## src/rtl/blkmov_pkg.sv

```systemverilog
package blkmov_pkg;
  typedef enum logic [1:0] {
    ST_IDLE = 2'd0,
    ST_READ = 2'd1,
    ST_WRITE = 2'd2,
    ST_FILL = 2'd3
  } blkmov_state_e;
endpackage

```

## src/rtl/blkmov_trig_decode.sv

```systemverilog
module blkmov_trig_decode #(
  parameter int          SPACE_W    = 8,
  parameter logic [7:0]  COPY_SPACE = 8'h17,
  parameter logic [7:0]  FILL_SPACE = 8'h1F
) (
  input  logic               accept,
  input  logic [SPACE_W-1:0] space,
  output logic               start_copy,
  output logic               start_fill
);
  assign start_copy = accept && (space == SPACE_W'(COPY_SPACE));
  assign start_fill = accept && (space == SPACE_W'(FILL_SPACE));
endmodule

```

## src/rtl/blkmov_beat_count.sv

```systemverilog
module blkmov_beat_count #(
  parameter int CNT_W = 3
) (
  input  logic             clk,
  input  logic             rst_n,
  input  logic             clear,
  input  logic             inc,
  input  logic [CNT_W-1:0] last_val,
  output logic             at_last
);
  logic [CNT_W-1:0] cnt_q;

  always_ff @(posedge clk) begin
    if (!rst_n || clear) cnt_q <= '0;
    else if (inc)        cnt_q <= cnt_q + 1'b1;
  end

  assign at_last = (cnt_q == last_val);
endmodule

```

## src/rtl/blkmov_seq.sv

```systemverilog
module blkmov_seq
  import blkmov_pkg::*;
#(
  parameter int ADDR_W     = 32,
  parameter int WORD_W     = 32
) (
  input  logic                clk,
  input  logic                rst_n,
  input  logic                start_copy,
  input  logic                start_fill,
  input  logic [ADDR_W-1:0]   dst_in,
  input  logic [WORD_W-1:0]   op_hi,
  input  logic [WORD_W-1:0]   op_lo,
  input  logic                beat_done,
  input  logic                last_beat,
  input  logic [WORD_W-1:0]   rdata,
  output logic                mem_valid,
  output logic                mem_write,
  output logic [1:0]          mem_size,
  output logic [ADDR_W-1:0]   mem_addr,
  output logic [2*WORD_W-1:0] mem_wdata,
  output logic                fill_mode,
  output logic                busy
);
  localparam int WORD_BYTES = WORD_W / 8;
  localparam int LG_WORD    = $clog2(WORD_BYTES);
  localparam int LG_DWORD   = LG_WORD + 1;
  localparam logic [1:0] SZ_WORD  = 2'(LG_WORD);
  localparam logic [1:0] SZ_DWORD = 2'(LG_DWORD);

  function automatic logic [ADDR_W-1:0] align_down(input logic [ADDR_W-1:0] a,
                                                   input int lg);
    return a & ~((ADDR_W'(1) << lg) - ADDR_W'(1));
  endfunction

  function automatic logic [ADDR_W-1:0] step_up(input logic [ADDR_W-1:0] a,
                                                input int lg);
    return a + (ADDR_W'(1) << lg);
  endfunction

  blkmov_state_e       state_q;
  logic [ADDR_W-1:0]   src_q, dst_q;
  logic [2*WORD_W-1:0] pat_q;
  logic [WORD_W-1:0]   held_q;

  always_ff @(posedge clk) begin
    if (!rst_n) begin
      state_q <= ST_IDLE;
      src_q   <= '0;
      dst_q   <= '0;
      pat_q   <= '0;
      held_q  <= '0;
    end else begin
      unique case (state_q)
        ST_IDLE: begin
          if (start_copy) begin
            src_q   <= align_down(ADDR_W'(op_hi), LG_WORD);
            dst_q   <= align_down(dst_in, LG_WORD);
            state_q <= ST_READ;
          end else if (start_fill) begin
            dst_q   <= align_down(dst_in, LG_DWORD);
            pat_q   <= {op_hi, op_lo};
            state_q <= ST_FILL;
          end
        end
        ST_READ: begin
          if (beat_done) begin
            held_q  <= rdata;
            state_q <= ST_WRITE;
          end
        end
        ST_WRITE: begin
          if (beat_done) begin
            src_q   <= step_up(src_q, LG_WORD);
            dst_q   <= step_up(dst_q, LG_WORD);
            state_q <= last_beat ? ST_IDLE : ST_READ;
          end
        end
        ST_FILL: begin
          if (beat_done) begin
            dst_q <= step_up(dst_q, LG_DWORD);
            if (last_beat) state_q <= ST_IDLE;
          end
        end
        default: state_q <= ST_IDLE;
      endcase
    end
  end

  assign busy      = (state_q != ST_IDLE);
  assign mem_valid = busy;
  assign mem_write = (state_q == ST_WRITE) || (state_q == ST_FILL);
  assign fill_mode = (state_q == ST_FILL);
  assign mem_size  = fill_mode ? SZ_DWORD : SZ_WORD;
  assign mem_addr  = (state_q == ST_READ) ? src_q : dst_q;
  assign mem_wdata = fill_mode ? pat_q : {{WORD_W{1'b0}}, held_q};
endmodule

```

## src/rtl/blkmov_engine.sv

```systemverilog
module blkmov_engine #(
  parameter int         ADDR_W      = 32,
  parameter int         WORD_W      = 32,
  parameter int         SPACE_W     = 8,
  parameter int         BLOCK_BYTES = 32,
  parameter logic [7:0] COPY_SPACE  = 8'h17,
  parameter logic [7:0] FILL_SPACE  = 8'h1F
) (
  input  logic                clk,
  input  logic                rst_n,
  input  logic                trig_valid,
  output logic                trig_ready,
  input  logic [SPACE_W-1:0]  trig_space,
  input  logic [ADDR_W-1:0]   trig_addr,
  input  logic [WORD_W-1:0]   trig_data_hi,
  input  logic [WORD_W-1:0]   trig_data_lo,
  output logic                mem_valid,
  input  logic                mem_ready,
  output logic                mem_write,
  output logic [1:0]          mem_size,
  output logic [ADDR_W-1:0]   mem_addr,
  output logic [2*WORD_W-1:0] mem_wdata,
  input  logic [WORD_W-1:0]   mem_rdata,
  output logic                busy
);
  localparam int WORD_BYTES = WORD_W / 8;
  localparam int COPY_BEATS = BLOCK_BYTES / WORD_BYTES;
  localparam int FILL_BEATS = BLOCK_BYTES / (2 * WORD_BYTES);
  localparam int CNT_W      = $clog2(COPY_BEATS + 1);

  logic accept, start_copy, start_fill;
  logic beat_done, write_done, last_beat, fill_mode;
  logic [CNT_W-1:0] last_val;

  assign trig_ready = !busy;
  assign accept     = trig_valid && trig_ready;
  assign beat_done  = mem_valid && mem_ready;
  assign write_done = beat_done && mem_write;
  assign last_val   = fill_mode ? CNT_W'(FILL_BEATS - 1) : CNT_W'(COPY_BEATS - 1);

  blkmov_trig_decode #(
    .SPACE_W(SPACE_W), .COPY_SPACE(COPY_SPACE), .FILL_SPACE(FILL_SPACE)
  ) i_decode (
    .accept(accept), .space(trig_space),
    .start_copy(start_copy), .start_fill(start_fill)
  );

  blkmov_beat_count #(.CNT_W(CNT_W)) i_count (
    .clk(clk), .rst_n(rst_n), .clear(accept), .inc(write_done),
    .last_val(last_val), .at_last(last_beat)
  );

  blkmov_seq #(.ADDR_W(ADDR_W), .WORD_W(WORD_W)) i_seq (
    .clk(clk), .rst_n(rst_n),
    .start_copy(start_copy), .start_fill(start_fill),
    .dst_in(trig_addr), .op_hi(trig_data_hi), .op_lo(trig_data_lo),
    .beat_done(beat_done), .last_beat(last_beat), .rdata(mem_rdata),
    .mem_valid(mem_valid), .mem_write(mem_write), .mem_size(mem_size),
    .mem_addr(mem_addr), .mem_wdata(mem_wdata),
    .fill_mode(fill_mode), .busy(busy)
  );
endmodule

```

## config.mk

```make
export PLATFORM = sky130hd
export DESIGN_NAME = blkmov_engine
export DESIGN_NICKNAME = d
export VERILOG_FILES = /design/src/rtl/blkmov_pkg.sv /design/src/rtl/blkmov_trig_decode.sv /design/src/rtl/blkmov_beat_count.sv /design/src/rtl/blkmov_seq.sv /design/src/rtl/blkmov_engine.sv
export SDC_FILE = /design/constraint.sdc
export NUM_CORES = 1
export LEC_CHECK = 0
export ABC_AREA = 1
export CAP_MARGIN = 20
export CORE_UTILIZATION = 48
export CTS_CLUSTER_SIZE = 10
export DETAILED_ROUTE_END_ITERATION = 10
export PLACE_DENSITY = 0.74
export SLEW_MARGIN = 20
export SYNTH_ARGS = -nofsm -noshare
export SYNTH_HDL_FRONTEND = slang
export SYNTH_SLANG_ARGS = --single-unit
```

## constraint.sdc

```tcl
create_clock -name clk -period 3.96 [get_ports clk]
set_input_delay 0.792 -clock clk [delete_from_list [all_inputs] [get_ports clk]]
set_output_delay 0.792 -clock clk [all_outputs]
set_load 0.005 [all_outputs]
```

* Word level (Yosys, flattened, before mapping)
Cells that the tools add are included.
** Cells by class
- $add $sub $neg :: 4
- Equal/unequal tests :: 12
- Muxes and demuxes :: 20
- Bitwise logic cells :: 1
- Reduce and logical (&&, ||, !) cells :: 18
** Operators with widths (number)
- 2-to-1 mux 32 bit :: 7
- one-hot mux 32 bit (3 select lines) :: 1
- adder 32 x 3 -> 32 bit (second input constant) :: 2
- 2-to-1 mux 64 bit :: 1
- one-hot mux 32 bit (2 select lines) :: 1
- adder 32 x 4 -> 32 bit (second input constant) :: 1
- == test 8 x 5 -> 1 bit (second input constant) :: 2
- 2-to-1 mux 2 bit :: 6
- inequality test 2 bit (second input constant) :: 4
- one-hot mux 2 bit (4 select lines) :: 1
- AND reduction 3 bit :: 2
- logical AND 1 bit :: 5
- AND reduction 5 bit :: 1
- adder 4 x 1 -> 4 bit (second input constant) :: 1
- == test 2 bit (second input constant) :: 2
- == test 4 x 3 -> 1 bit :: 1
- AND reduction 4 bit :: 1
- nonzero test 2 bit :: 2
- 2-to-1 mux 3 bit :: 1
- inequality test 3 bit (second input constant) :: 1
- nonzero test 3 bit :: 1
- == test 2 x 1 -> 1 bit (second input constant) :: 1
- zero test 1 bit :: 2
- zero test 2 bit :: 1
- 5 further kinds :: 7
** Storage, ports and cells
- Flip-flop bits (word level) :: 166
- Input port bits :: 140
- Output and inout port bits :: 102
- Word-level logic and storage cells :: 61

* Depth between registers and ports, before layout
- Depth in word-level cells :: 7
- Depth in mapped cells :: 13

* Cells and area by module
Synthesis repeated with hierarchy kept, for this count alone.
** Second synthesis, totals
- Cells, all modules :: 1541
- Area, all modules :: 9386.5 um^2
** Modules (own cells, without submodules)
- blkmov_seq :: instances 1, cells each 1486, area an instance 9062.4 um^2, seq. area each 3163.0 um^2
- blkmov_beat_count :: instances 1, cells each 35, area an instance 230.2 um^2, seq. area each 80.1 um^2
- blkmov_trig_decode :: instances 1, cells each 10, area an instance 53.8 um^2, seq. area each 0.0 um^2
- blkmov_engine :: instances 1, cells each 10, area an instance 40.0 um^2, seq. area each 0.0 um^2

* Worst setup path after synthesis
Ideal clock, no wire load.
- Kind :: reg2out
- Start point :: reg i_seq.state_q[1]
- End point :: out mem_addr[18]
- Arrival time :: 1285 ps
- Required time :: 3168 ps
- Path slack :: 1883 ps
- Cell stages (with the launch flop) :: 7
- Buffers on the path :: 3
- Cell sequence :: dfxtp_1 -> buf_2 -> nor2_2 -> buf_2 -> buf_2 -> nand2_1 -> o21ai_0
** Between the ends
- Cells in the longest elaborated chain, start to end :: 2
** RTL lines
- start, declared :: RTL line blkmov_seq.sv:41 : blkmov_state_e state_q;
- start signal, assigned :: RTL line blkmov_seq.sv:76 : state_q <= last_beat ? ST_IDLE : ST_READ;
- == test 2 x 1 -> 1 bit :: RTL line blkmov_seq.sv:95 : assign mem_addr = (state_q == ST_READ) ? src_q : dst_q;
- 2-to-1 mux 32 bit :: RTL line blkmov_seq.sv:95
- end, declared :: RTL line blkmov_engine.sv:21 : output logic [ADDR_W-1:0] mem_addr,
No other way between the ends.

* Final worst setup path
- Start point :: reg i_seq.state_q[1]
- End point :: out mem_wdata[12]
** Between the ends
- Cells in the longest elaborated chain, start to end :: 2
** RTL lines
- == test 2 bit :: RTL line blkmov_seq.sv:93 : assign fill_mode = (state_q == ST_FILL);
- 2-to-1 mux 64 bit :: RTL line blkmov_seq.sv:96 : assign mem_wdata = fill_mode ? pat_q : {{WORD_W{1'b0}}, held_q};
- end, declared :: RTL line blkmov_engine.sv:22 : output logic [2*WORD_W-1:0] mem_wdata,
No other way between the ends.

==> results.py <==
metrics = {
    "yosys": {
        "yosys.cell_count.top_type": "nand2_1",
        "synthDistinctLibCells": 40,
        "mappedNetlistArea_um2": 9564,
        "synth-seq-cells": 162,
        "synth_enable_flop_cells": 0,
        "portion_of_the_post_synthesis_area_used_by_sequential_elements_pct": 33.91,
        "ys_warn_count": 0,
        "syn-mean-instance-area_um2": 6.151,
        "postSynth.topFlopCell": "dfxtp_1",
        "synthesis.instances": 1555,
        "yosys.area.top_type": "dfxtp_1",
        "ys_async_sr_fraction_pct": 0,
        "synth.cells.most_frequent": "405 x nand2_1, 185 x o21ai_0, 166 x nor2_1",
        "leading_post_synthesis_cells_by_cell_area": "dfxtp_1 34%, nand2_1 16%, o21ai_0 9.7%, a21oi_1 8.3%, nand3_1 6.9%",
        "synth_top_area_share_pct": 33.91,
    },
    "floorplanning": {
        "initial_utilization_pct": 48.98,
        "io_pins": 242,
        "chipWidth_um": 143.2,
        "std_cell_rows": 51,
        "fp.dieH_um": 143.2,
        "die_area_um2": 20490,
        "core-area_um2": 19530,
    },
    "detailed_routing": {
        "detail_route.vias_per_cell": 5.290,
        "antenna_left": 0,
        "drtIter0Drc": 947,
        "remaining_drc_errors": 0,
        "drt_wl_total_um": 30690,
        "route.vias.total": 10630,
        "firstDrtPassIters": 5,
        "routed_wire_length_per_instance_um": 15.28,
    },
    "clock_tree": {
        "clock_slew_at_reported_path_ffs_ps": 70,
        "clock_latency_ps": 440,
        "cts_resized": 0,
        "cts_buffer_depth": 2,
        "root_buffer": "clkbuf_16",
        "clock-sinks": 162,
        "cts_tree": "yes",
        "cts_setup_buffers": 0,
        "cts_buffers": 17,
        "postCtsHoldBufs": 0,
        "cts_h_tree_depth": 4,
    },
    "critical_path": {
        "cp.required_ps": 3170,
        "data_arrival_critical_path_ps": 2820,
        "setup.worst_path.start_class": "flip-flop",
        "crit_path_end_kind": "output port",
        "worst-path-max-fanout": 103,
        "crit_type": "flip-flop to output port",
    },
    "final_layout": {
        "regArea_um2": 3243,
        "share_of_final_layout_standard_cells_stronger_than_drive_strength_1_pct": 5.161,
        "multiInputGateArea_um2": 5315,
        "fillers": 1903,
        "diodes": 0,
        "finish.net_count": 1875,
        "area_delta_synth_final_pct": 30.81,
        "postLayoutCoreUtil_pct": 64.07,
    },
    "global_routing": {
        "grt_remaining_overflow": 0,
        "groute.usage.overall_pct": 29.54,
        "grt_max_degree": 129,
        "global_route_wire_length_before_repair_um": 47390,
        "antenna_found_initial": 0,
        "first_global_vias": 9275,
    },
    "outcome": {
        "status": "complete, no violations",
    },
    "sta": {
        "hold_violations": 0,
        "rsz0062_at_grt": "no",
        "timing.final.max_slew_violations": 0,
        "setup-violations-final": 0,
        "max_freq_mhz": 276.8,
        "worst_pin_slew_ps": 1047,
        "setup-tns-final_ps": 0,
        "period_share_pct": 91.24,
        "slew-limit-headroom_pct": 30.22,
        "skew_ps": 16.34,
        "period_minus_slack_ps": 3613,
    },
    "placement": {
        "place.detailed.hpwl_um": 21520,
        "buffer_ports.inserted": 236,
        "gp_congestion": 0.9100,
    },
    "power_and_ir_drop": {
        "p_leak_nw": 4.240,
        "power_density_over_cell_area_nw_per_um2": 412.4,
        "irDropWorstVdd_v": 0.0004138,
    },
    "run": {
        "drv.max_cap_violation_count": 0,
    },
    "hold_path": {
        "timing.hold.worst.class": "flip-flop to flip-flop",
    },
}
==> cell type report <==
cell class,instances,area share (%)
clock inverters,15,1.280
clock buffers,17,3.400
multi-input cells,1152,42.48
inverters,150,4.500
flip-flops and latches,162,25.92
repair buffers,248,19.76
well taps,265,2.650
==> power breakdown <==
part | internal [mW] | switching [mW] | leakage (nW)
clock network | 0.845 | 0.811 | 0.282
registers | 1.78 | 0.213 | 1.31
logic | 0.636 | 0.876 | 2.65
total | 3.26 | 1.90 | 4.24
==> layer usage <==
metal | GRT usage, % | part of all wire (%) | up-vias
met3 | 4.058 | 6.5 | 66
li1 | - | - | 5388
met2 | 48.01 | 47 | 412
met1 | 39.51 | 44 | 4762
met5 | 0 | 0 | -
met4 | 11.26 | 3.2 | 0
==> sequential cells by signal, summed over array words and instances, names as in the netlist <==
signal,count
i_seq.state_q,2
i_seq.dst_q,30
i_seq.held_q,32
i_seq.pat_q,64
i_seq.src_q,30
i_count.cnt_q,4
==> path summary, 6_finish.rpt <==
check                                      from                      endpoint  slack (ps)  depth (start not counted)
setup / recovery  i_seq.state_q[1]$_SDFFE_PN0P_                 mem_wdata[12]         350                          5
hold / removal     i_seq.pat_q[18]$_SDFFE_PN0P_  i_seq.pat_q[18]$_SDFFE_PN0P_         450                          2
setup reg to reg  i_seq.state_q[1]$_SDFFE_PN0P_  i_seq.src_q[10]$_SDFFE_PN0P_         980                         10
hold reg to reg    i_seq.pat_q[18]$_SDFFE_PN0P_  i_seq.pat_q[18]$_SDFFE_PN0P_         450                          2
==> critical path, cell delays in order, from the launching register on <==
cell and delay, ps:
dfxtp_1 540, nand2_4 140, buf_4 770, nand2_1 140
o21ai_0 140, clkdlybuf4s50_1 590
==> cells in the final DEF, fill, tap and decap left out, types with 4 or more instances in the layout <==
master           Yosys  routed
inv_1              142     141
nor2_2              16      14
o21ai_0            185     185
nand3_1            132     132
xor2_1               7       7
nor3_1               5       5
clkdlybuf4s50_1      0     235
nand4_1              6       6
ha_1                 4       4
inv_8                0       5
inv_2                8       8
nor2_1             166     166
nand2_1            405     404
o21ai_1              8       8
nand2_2              7       7
buf_4                8      10
clkbuf_16            0      17
dfxtp_1            162     162
a21oi_1            159     159
nand3b_1            11      11
a31oi_1              6       6
nor2_4               7       9
==> cell families after synthesis <==
family,after synthesis,synth area share (%)
AND/OR/NAND/NOR,760,33.58
AO/OA/AOI/OAI,376,20.34
buffers and inverters,242,10.74
flip-flops,162,33.91
XOR/XNOR,9,0.8242
adder cells (fa/ha/maj),4,0.5233
other,2,0.07852
==> stage by stage <==
stage          hold WS (ps)  cells  power (mW)  worst slack (ps)  area [µm²]
2_1_floorplan         424.5   1556       2.879              1883        9568
3_3_place_gp          433.7   1977       3.490             905.2       11930
3_5_place_dp          440.6   1977       3.516             860.3       11930
4_1_cts               450.1   2009       5.156             369.5       12510
5_1_grt               466.9   2009       5.412             201.6       12510
6_report              448.4   2009       5.160             346.7       12510
Power figures use the tool's default switching activity.
